<file path="config.mk">
export PLATFORM = sky130hd
export DESIGN_NAME = operand_bypass_unit
export DESIGN_NICKNAME = d
export VERILOG_FILES = /design/src/rtl/byp_pkg.sv /design/src/rtl/byp_hit_detect.sv /design/src/rtl/byp_priority.sv /design/src/rtl/byp_data_mux.sv /design/src/rtl/operand_bypass_unit.sv
export SDC_FILE = /design/constraint.sdc
export NUM_CORES = 1
export LEC_CHECK = 0
export BUFFER_PORTS_ARGS = -buffer_cell sky130_fd_sc_hd__buf_2
export CAP_MARGIN = 20
export CORE_AREA = 3 3 84 86
export DETAILED_ROUTE_END_ITERATION = 7
export DIE_AREA = 0 0 87 89
export GPL_TIMING_DRIVEN = 1
export PLACE_DENSITY = 0.79
export RECOVER_POWER = 100
export SETUP_SLACK_MARGIN = 0.2
export SLEW_MARGIN = 20
export SYNTH_ARGS = -nofsm -noshare
export SYNTH_HDL_FRONTEND = slang
export SYNTH_SLANG_ARGS = --single-unit
</file>
<file path="constraint.sdc">
create_clock -name vclk -period 2.1
set_input_delay 0.21 -clock vclk [all_inputs]
set_output_delay 0.21 -clock vclk [all_outputs]
set_load 0.02 [all_outputs]
</file>
<file path="src/rtl/byp_pkg.sv">
package byp_pkg;

    localparam int DEF_DATA_W = 32;
    localparam int DEF_IDX_W  = 5;

    typedef enum logic [1:0] {
        SEL_RF  = 2'b00,
        SEL_EXR = 2'b01,
        SEL_MEM = 2'b10
    } opnd_sel_e;

    // A producer qualifies for a source when every gating condition holds.
    function automatic logic producer_qualifies(
        input logic names_equal,
        input logic dst_nonzero,
        input logic writes_reg,
        input logic src_used,
        input logic blocked
    );
        return names_equal & dst_nonzero & writes_reg & src_used & ~blocked;
    endfunction

endpackage

</file>
<file path="src/rtl/byp_hit_detect.sv">
module byp_hit_detect #(
    parameter int IDX_W       = byp_pkg::DEF_IDX_W,
    parameter bit BLOCK_LOADS = 1'b0
) (
    input  logic [IDX_W-1:0] src_idx,
    input  logic             src_used,
    input  logic [IDX_W-1:0] dst_idx,
    input  logic             dst_wen,
    input  logic             dst_is_load,
    output logic             hit
);
    import byp_pkg::*;

    logic load_block;

    generate
        if (BLOCK_LOADS) begin : g_block
            assign load_block = dst_is_load;
        end else begin : g_pass
            assign load_block = 1'b0;
        end
    endgenerate

    assign hit = producer_qualifies(src_idx == dst_idx,
                                    |dst_idx,
                                    dst_wen,
                                    src_used,
                                    load_block);

    always_comb begin

        zero_dst_chk: assert (!(hit && dst_idx == '0));

        wen_gate_chk: assert (!(hit && !dst_wen));
    end

endmodule

</file>
<file path="src/rtl/byp_priority.sv">
module byp_priority (
    input  logic             exm_hit,
    input  logic             mwb_hit,
    output byp_pkg::opnd_sel_e sel
);
    import byp_pkg::*;

    always_comb begin
        if (exm_hit)      sel = SEL_EXR;
        else if (mwb_hit) sel = SEL_MEM;
        else              sel = SEL_RF;
    end

    always_comb begin

        younger_wins_chk: assert (!(exm_hit && sel != SEL_EXR));

        sel_code_chk: assert (sel != 2'b11);
    end

endmodule

</file>
<file path="src/rtl/byp_data_mux.sv">
module byp_data_mux #(
    parameter int DATA_W = byp_pkg::DEF_DATA_W
) (
    input  byp_pkg::opnd_sel_e sel,
    input  logic [DATA_W-1:0]  rf_val,
    input  logic [DATA_W-1:0]  exr_val,
    input  logic [DATA_W-1:0]  mem_val,
    output logic [DATA_W-1:0]  out_val
);
    import byp_pkg::*;

    always_comb begin
        unique case (sel)
            SEL_EXR: out_val = exr_val;
            SEL_MEM: out_val = mem_val;
            default: out_val = rf_val;
        endcase
    end

endmodule

</file>
<file path="src/rtl/operand_bypass_unit.sv">
module operand_bypass_unit #(
    parameter int DATA_W = byp_pkg::DEF_DATA_W,
    parameter int IDX_W  = byp_pkg::DEF_IDX_W
) (
    input  logic [IDX_W-1:0]  src_a_idx,
    input  logic              src_a_used,
    input  logic [DATA_W-1:0] rf_a_data,
    input  logic [IDX_W-1:0]  src_b_idx,
    input  logic              src_b_used,
    input  logic [DATA_W-1:0] rf_b_data,
    input  logic [IDX_W-1:0]  exm_dst,
    input  logic              exm_wen,
    input  logic              exm_is_load,
    input  logic [DATA_W-1:0] exm_result,
    input  logic [IDX_W-1:0]  mwb_dst,
    input  logic              mwb_wen,
    input  logic [DATA_W-1:0] mwb_data,
    output logic [DATA_W-1:0] opnd_a,
    output logic [DATA_W-1:0] opnd_b,
    output logic [1:0]        sel_a,
    output logic [1:0]        sel_b
);
    import byp_pkg::*;

    localparam int NUM_SRC = 2;

    logic [IDX_W-1:0]  src_idx [NUM_SRC];
    logic              src_use [NUM_SRC];
    logic [DATA_W-1:0] rf_val  [NUM_SRC];
    logic [DATA_W-1:0] out_val [NUM_SRC];
    opnd_sel_e         sel     [NUM_SRC];

    assign src_idx[0] = src_a_idx;
    assign src_idx[1] = src_b_idx;
    assign src_use[0] = src_a_used;
    assign src_use[1] = src_b_used;
    assign rf_val[0]  = rf_a_data;
    assign rf_val[1]  = rf_b_data;

    generate
        for (genvar k = 0; k < NUM_SRC; k++) begin : g_src
            logic exm_hit;
            logic mwb_hit;

            byp_hit_detect #(.IDX_W(IDX_W), .BLOCK_LOADS(1'b1)) u_exm_hit (
                .src_idx     (src_idx[k]),
                .src_used    (src_use[k]),
                .dst_idx     (exm_dst),
                .dst_wen     (exm_wen),
                .dst_is_load (exm_is_load),
                .hit         (exm_hit)
            );

            byp_hit_detect #(.IDX_W(IDX_W), .BLOCK_LOADS(1'b0)) u_mwb_hit (
                .src_idx     (src_idx[k]),
                .src_used    (src_use[k]),
                .dst_idx     (mwb_dst),
                .dst_wen     (mwb_wen),
                .dst_is_load (1'b0),
                .hit         (mwb_hit)
            );

            byp_priority u_prio (
                .exm_hit (exm_hit),
                .mwb_hit (mwb_hit),
                .sel     (sel[k])
            );

            byp_data_mux #(.DATA_W(DATA_W)) u_mux (
                .sel     (sel[k]),
                .rf_val  (rf_val[k]),
                .exr_val (exm_result),
                .mem_val (mwb_data),
                .out_val (out_val[k])
            );

            always_comb begin

                unused_src_chk: assert (src_use[k] || sel[k] == SEL_RF);

                load_exr_chk: assert (!(exm_is_load && sel[k] == SEL_EXR));

                rf_pass_chk: assert (sel[k] != SEL_RF || out_val[k] == rf_val[k]);
            end
        end
    endgenerate

    assign opnd_a = out_val[0];
    assign opnd_b = out_val[1];
    assign sel_a  = sel[0];
    assign sel_b  = sel[1];

endmodule

</file>
==> impl_metrics.toml, run 1 <==
[die]
die_w_um = 87
dieArea_um2 = 7743
rows = 29
start_util_pct = 36.37
die_y_um = 89
coreArea_um2 = 6350
io_pins = 221

[power_and_ir_drop]
irDropWorstVdd_v = 0.0001831
seq_power_share_pct = 0
p_comb_share_pct = 100.0
power_leakage_uw = 0.001608
power_per_cell_area_nw_per_um2 = 208.5
clkPwrFrac_pct = 0
p_switching_uw = 475.0
intPower_uw = 381.8
swShare_pct = 55.44

[grt]
grt-ovfl-total = 0
grt_max_degree = 34
antenna_found_initial = 0
grtUsageTotal_pct = 29.76
grt_pass1_wl_um = 18690
grt_pass1_vias = 3786

[routing]
drtIter0Drc = 306
post_drt_via_cell_ratio = 6.381
wirelength_um = 12910
route.detailed.drc = 0
dr_total_vias = 4116
dr.pass1.iters = 5
route.antenna.remaining_nets = 0
wl_per_cell_um = 20.01

[finish]
n_antenna_cell = 0
regArea_um2 = 0
drive_gt1_share_pct = 58.45
numSequentialCells = 0
syn_to_final_growth_pct = 77.95
num-clock-buffers = 0
layout.nets = 723
layout.cells.non_filler = 645

[timing]
timing.hold.ws_ns = 0.7910
fin_ws_ns = -0.06475
max_slew.worst_pin.slew_ns = 0.4584
finalSetupViolCount = 6
post-route-min-period_ns = 2.165
fmax_mhz = 461.9
min_period_over_period_pct = 103.1
finalHoldViolCount = 0
max_slew_margin_pct = 69.44
rsz0062_at_grt = "true"
slew_violations = 0

[clock_tree]
holdBufCountCts = 0

[min_path]
min_path_cells = 4
hp-class = "primary input to output pin"
hold_start = "rf_a_data[25]"

[placement]
hpwl_um = 9049
io_buffers = 221
dpl.cell_count = 628
pre_cts_ws_ns = -0.004957
place_congestion = 0.9079

[synthesis]
synth_top_cell_by_area = "a31oi_2"
synth_top_area_share_pct = 16.25
syn-cell-area_um2 = 2310
seq_area_frac_synth_pct = 0
synthTopCellsByArea = "a31oi_2, nor3_1, o21ai_1, nand4_1, a31oi_1"
netlist_instances = 354
synth_cell_types = 28
avgSynthCellArea_um2 = 6.525
synthesis.nets = 507
yosysWarnings = 0

[critical_path]
cp.required_ns = 1.89
cp-start-kind = "primary input"
crit_path_start = "exm_dst[0]"
crit_path_end = "opnd_a[13]"
critPathArrivalTime_ns = 1.95
endpoint_kind = "output pin"
crit_path_max_fanout = 6
critPathKind = "primary input to output pin"

[outcome]
violations = "negative setup slack"
status = "finished with violations"

[run]
cap_violations = 0
how the worst min path moves through the flow:
stage	endpoint	slack, ns
final	opnd_a[25]	0.79
after global routing	opnd_a[22]	0.80
after CTS	opnd_a[14]	0.79
after detailed placement	opnd_a[1]	0.81
after global placement	opnd_a[14]	0.80
after floorplan	opnd_b[0]	0.64
layout by cell type (no fill, tap or decap), drive strengths merged:
cell and n:
buf 266, nor3 65, o21ai 64, a31oi 64
nand4 36, nand3 33, xnor2 20, o211ai 3
or4 2, and3b 2, or2 2, and4 2
and2 2, inv 2, o2111ai 1, o21a 1
o211a 1, nor2 1, bufbuf 1
per-layer routing:
layer | vias to the layer above | global-route usage, % | part of all wire (%)
met5 | - | 0 | 0
met1 | 1881 | 35.48 | 35
met3 | 66 | 3.871 | 10
li1 | 1842 | - | -
met2 | 327 | 54.87 | 51
met4 | 0 | 9.632 | 4.1
power by group through the flow:
stage | Combinational [µW] | Sequential (µW) | Clock (µW)
3_5_place_dp | 729 | 0 | 0
2_1_floorplan | 386 | 0 | 0
5_1_grt | 905 | 0 | 0
3_3_place_gp | 718 | 0 | 0
4_1_cts | 792 | 0 | 0
6_report | 857 | 0 | 0
layout make-up:
| class | count | area, µm² |
|---|---|---|
| Tap cell | 77 | 96.34 |
| Timing Repair Buffer | 267 | 1889 |
| Inverter | 2 | 10.01 |
| Fill cell | 559 | 2240 |
| Multi-Input combinational cell | 299 | 2115 |
per-stage QoR:
step           utilization [%]  area (µm²)  total power (µW)  setup TNS [ns]
2_1_floorplan                -        2310             385.7               0
5_1_grt                  64.73        4110             904.8         -0.9327
3_3_place_gp             55.25        3508             718.5               0
3_5_place_dp             55.25        3508             729.4       -0.004957
6_report                 64.73        4110             856.8         -0.1267
4_1_cts                  61.44        3901             792.4               0
cell usage after synthesis:
library cell,instances
a31oi_1,34
a31oi_2,30
and2_1,2
and3b_1,2
and4_1,2
buf_1,2
buf_2,7
buf_4,7
buf_6,7
buf_8,3
clkbuf_1,26
clkbuf_2,1
inv_2,2
nand3_1,33
nand4_1,36
nor2_1,1
nor3_1,64
nor3_2,1
o2111ai_4,1
o211a_1,1
o211ai_2,2
o211ai_4,1
o21a_1,1
o21ai_0,1
o21ai_1,63
or2_1,2
or4_4,2
xnor2_1,20
critical path, stage by stage:
cell and delay, ns:
buf_8 0.10, or4_4 0.56, o211ai_4 0.27, buf_6 0.14
buf_6 0.11, buf_8 0.14, nor3_1 0.05, a31oi_1 0.19
buf_4 0.18
timing repair:
action                     in CTS  in global routing
gates resized for setup        66                 67
setup buffers                  11                  2
pin swaps                      17                 11
setup endpoints to repair      66                 67
gates cloned                    4                  0
cells by family after synthesis:
logic type	after synthesis	synth area share (%)
compound gates	134	43.23
xor+xnor	20	7.584
buf+inv	55	14.25
simple gates	145	34.94
Power figures use the tool's default switching activity.
==> inputs of run 2 (changes only) <==
- CELL_PAD_IN_SITES_DETAIL_PLACEMENT: unset -> 0
- CELL_PAD_IN_SITES_GLOBAL_PLACEMENT: unset -> 1
- CORE_AREA: 3 3 84 86 -> unset
- CORE_MARGIN: unset -> 3
- CORE_UTILIZATION: unset -> 24
- DIE_AREA: 0 0 87 89 -> unset
- PLACE_DENSITY: 0.79 -> unset
- PLACE_DENSITY_LB_ADDON: unset -> 0.1
==> run 2 against run 1 <==
The run still ends with negative setup slack left. Combinational power increased by 19%. Highest routed layer unchanged. Critical endpoint is now opnd_b[18]. Flip-flop and latch count unchanged. Final cell count increased by 11%. Hold slack got worse by 0.0067 ns. Fmax increased by 2.8%. Wire length increased by 18%. Global-route usage decreased by 6.7 points. Sequential share of layout area unchanged. Critical path type unchanged. Setup slack improved by 0.059 ns.
==> impl_metrics.toml, run 2 (same netlist as run 1, synthesis figures left out) <==
[power_and_ir_drop]
p_comb_share_pct = 100.0
seq_power_share_pct = 0
irDropWorstVdd_v = 0.0001143
power_uw = 1017
clkPwrFrac_pct = 0
swShare_pct = 53.59
intPower_uw = 471.9
p_switching_uw = 544.8
power_per_cell_area_nw_per_um2 = 202.9
power_leakage_uw = 0.001900

[routing]
route.antenna.remaining_nets = 0
wirelength_um = 15270
post_drt_via_cell_ratio = 5.681
wl_per_cell_um = 21.36
drtIter0Drc = 188
dr.pass1.iters = 4
route.detailed.drc = 0
dr_total_vias = 4062

[grt]
grt_pass1_wl_um = 20890
grt-ovfl-total = 0
grt_max_degree = 33
grtUsageTotal_pct = 23.01
grt_pass1_vias = 4061
antenna_found_initial = 0

[min_path]
hp-class = "primary input to output pin"
min_to = "opnd_a[7]"
min_path_cells = 4
hold_start = "rf_a_data[7]"

[critical_path]
endpoint_kind = "output pin"
critPathKind = "primary input to output pin"
crit_path_max_fanout = 7
cp-start-kind = "primary input"
critPathArrivalTime_ns = 1.90
cp.required_ns = 1.89

[finish]
numSequentialCells = 0
most-common-layout-cells = "buf_2, nor3_1, buf_4, buf_6, nand4_1"
num-clock-buffers = 0
mostFrequentLayoutCell = "buf_2"
regArea_um2 = 0
syn_to_final_growth_pct = 117.0
layout.cells.non_filler = 715
fillers = 947
drive_gt1_share_pct = 65.70
multi_input_area_um2 = 2495
n_antenna_cell = 0
layout.nets = 741

[timing]
min_period_over_period_pct = 100.3
rsz0062_at_grt = "true"
fmax_mhz = 475.0
finalSetupViolCount = 2
slew_violations = 0
finalHoldViolCount = 0
post-route-min-period_ns = 2.105
max_slew.worst_pin.slew_ns = 0.5018
fin_ws_ns = -0.005340
tns_ns = -0.005632
max_slew_margin_pct = 66.55

[die]
coreArea_um2 = 9284
die_w_um = 104.1
io_pins = 221
rows = 35
die_y_um = 104.1
start_util_pct = 24.88
dieArea_um2 = 10840

[run]
cap_violations = 0

[outcome]
status = "finished with violations"
violations = "negative setup slack"

[placement]
io_buffers = 221
place_congestion = 0.8424
hpwl_um = 9986
dpl.cell_count = 683
## run 2: cell count changes in the layout (fill, tap and decap cells not counted), sizes merged
| cell | previous run | this run |
|---|---|---|
| clkinv | 0 | 1 |
| bufbuf | 1 | 0 |
| inv | 2 | 1 |
| clkbuf | 0 | 19 |
## run 2: critical path: stages
cell and delay, ns:
buf_6 0.09, or4_4 0.59, buf_6 0.15, o21a_4 0.26
clkbuf_4 0.21, nand4_1 0.13, a31oi_4 0.10, buf_6 0.15
## run 2: what timing repair did
item / in CTS / in global routing
hold buffers: 0 / 0
pin swaps: 20 / 90
gates resized for setup: 67 / 159
cloned: 3 / 15
endpoints found under the setup margin: 67 / 66
buffers inserted: 6 / 8
## run 2: worst max-delay path by stage
stage,from,end,cells after the start
floorplan,mwb_dst[1],opnd_a[22],5
global placement,exm_dst[0],opnd_a[16],7
detailed placement,exm_dst[0],opnd_a[16],7
CTS,mwb_dst[1],opnd_a[16],7
global route,mwb_dst[1],opnd_a[0],9
finish,mwb_dst[1],opnd_b[18],8
## run 2: power groups by stage
stage / clock network [µW] / logic (µW) / registers (µW)
final: 0 / 1020 / 0
after global routing: 0 / 1070 / 0
after CTS: 0 / 820 / 0
after detailed placement: 0 / 750 / 0
after global placement: 0 / 751 / 0
after floorplan: 0 / 386 / 0
## run 2: layer usage
layer / vias to the layer above / global-route usage (%) / wire length (µm)
met5: - / 0 / 0
met2: 200 / 40.76 / 7633
met4: 0 / 3.324 / 192
met1: 1962 / 28.93 / 6218
li1: 1882 / - / -
met3: 18 / 5.338 / 1225
## run 2: per-stage QoR
stage / hold WS [ns] / area (µm²) / utilization, % / setup slack, ns
3_3_place_gp: 0.8069 / 3613 / 38.92 / 0.02983
6_report: 0.7843 / 5011 / 53.98 / -0.005340
4_1_cts: 0.7948 / 3974 / 42.80 / 0.05083
5_1_grt: 0.8003 / 5011 / 53.98 / -0.06396
2_1_floorplan: 0.6377 / 2310 / - / 0.2040
3_5_place_dp: 0.8076 / 3613 / 38.92 / 0.003549
## run 2: layout make-up
type / instances / area share, %
inverter: 2 / 0.4494
tap: 129 / 3.221
timing repair buffer: 285 / 46.54
multi-input combinational: 299 / 49.79
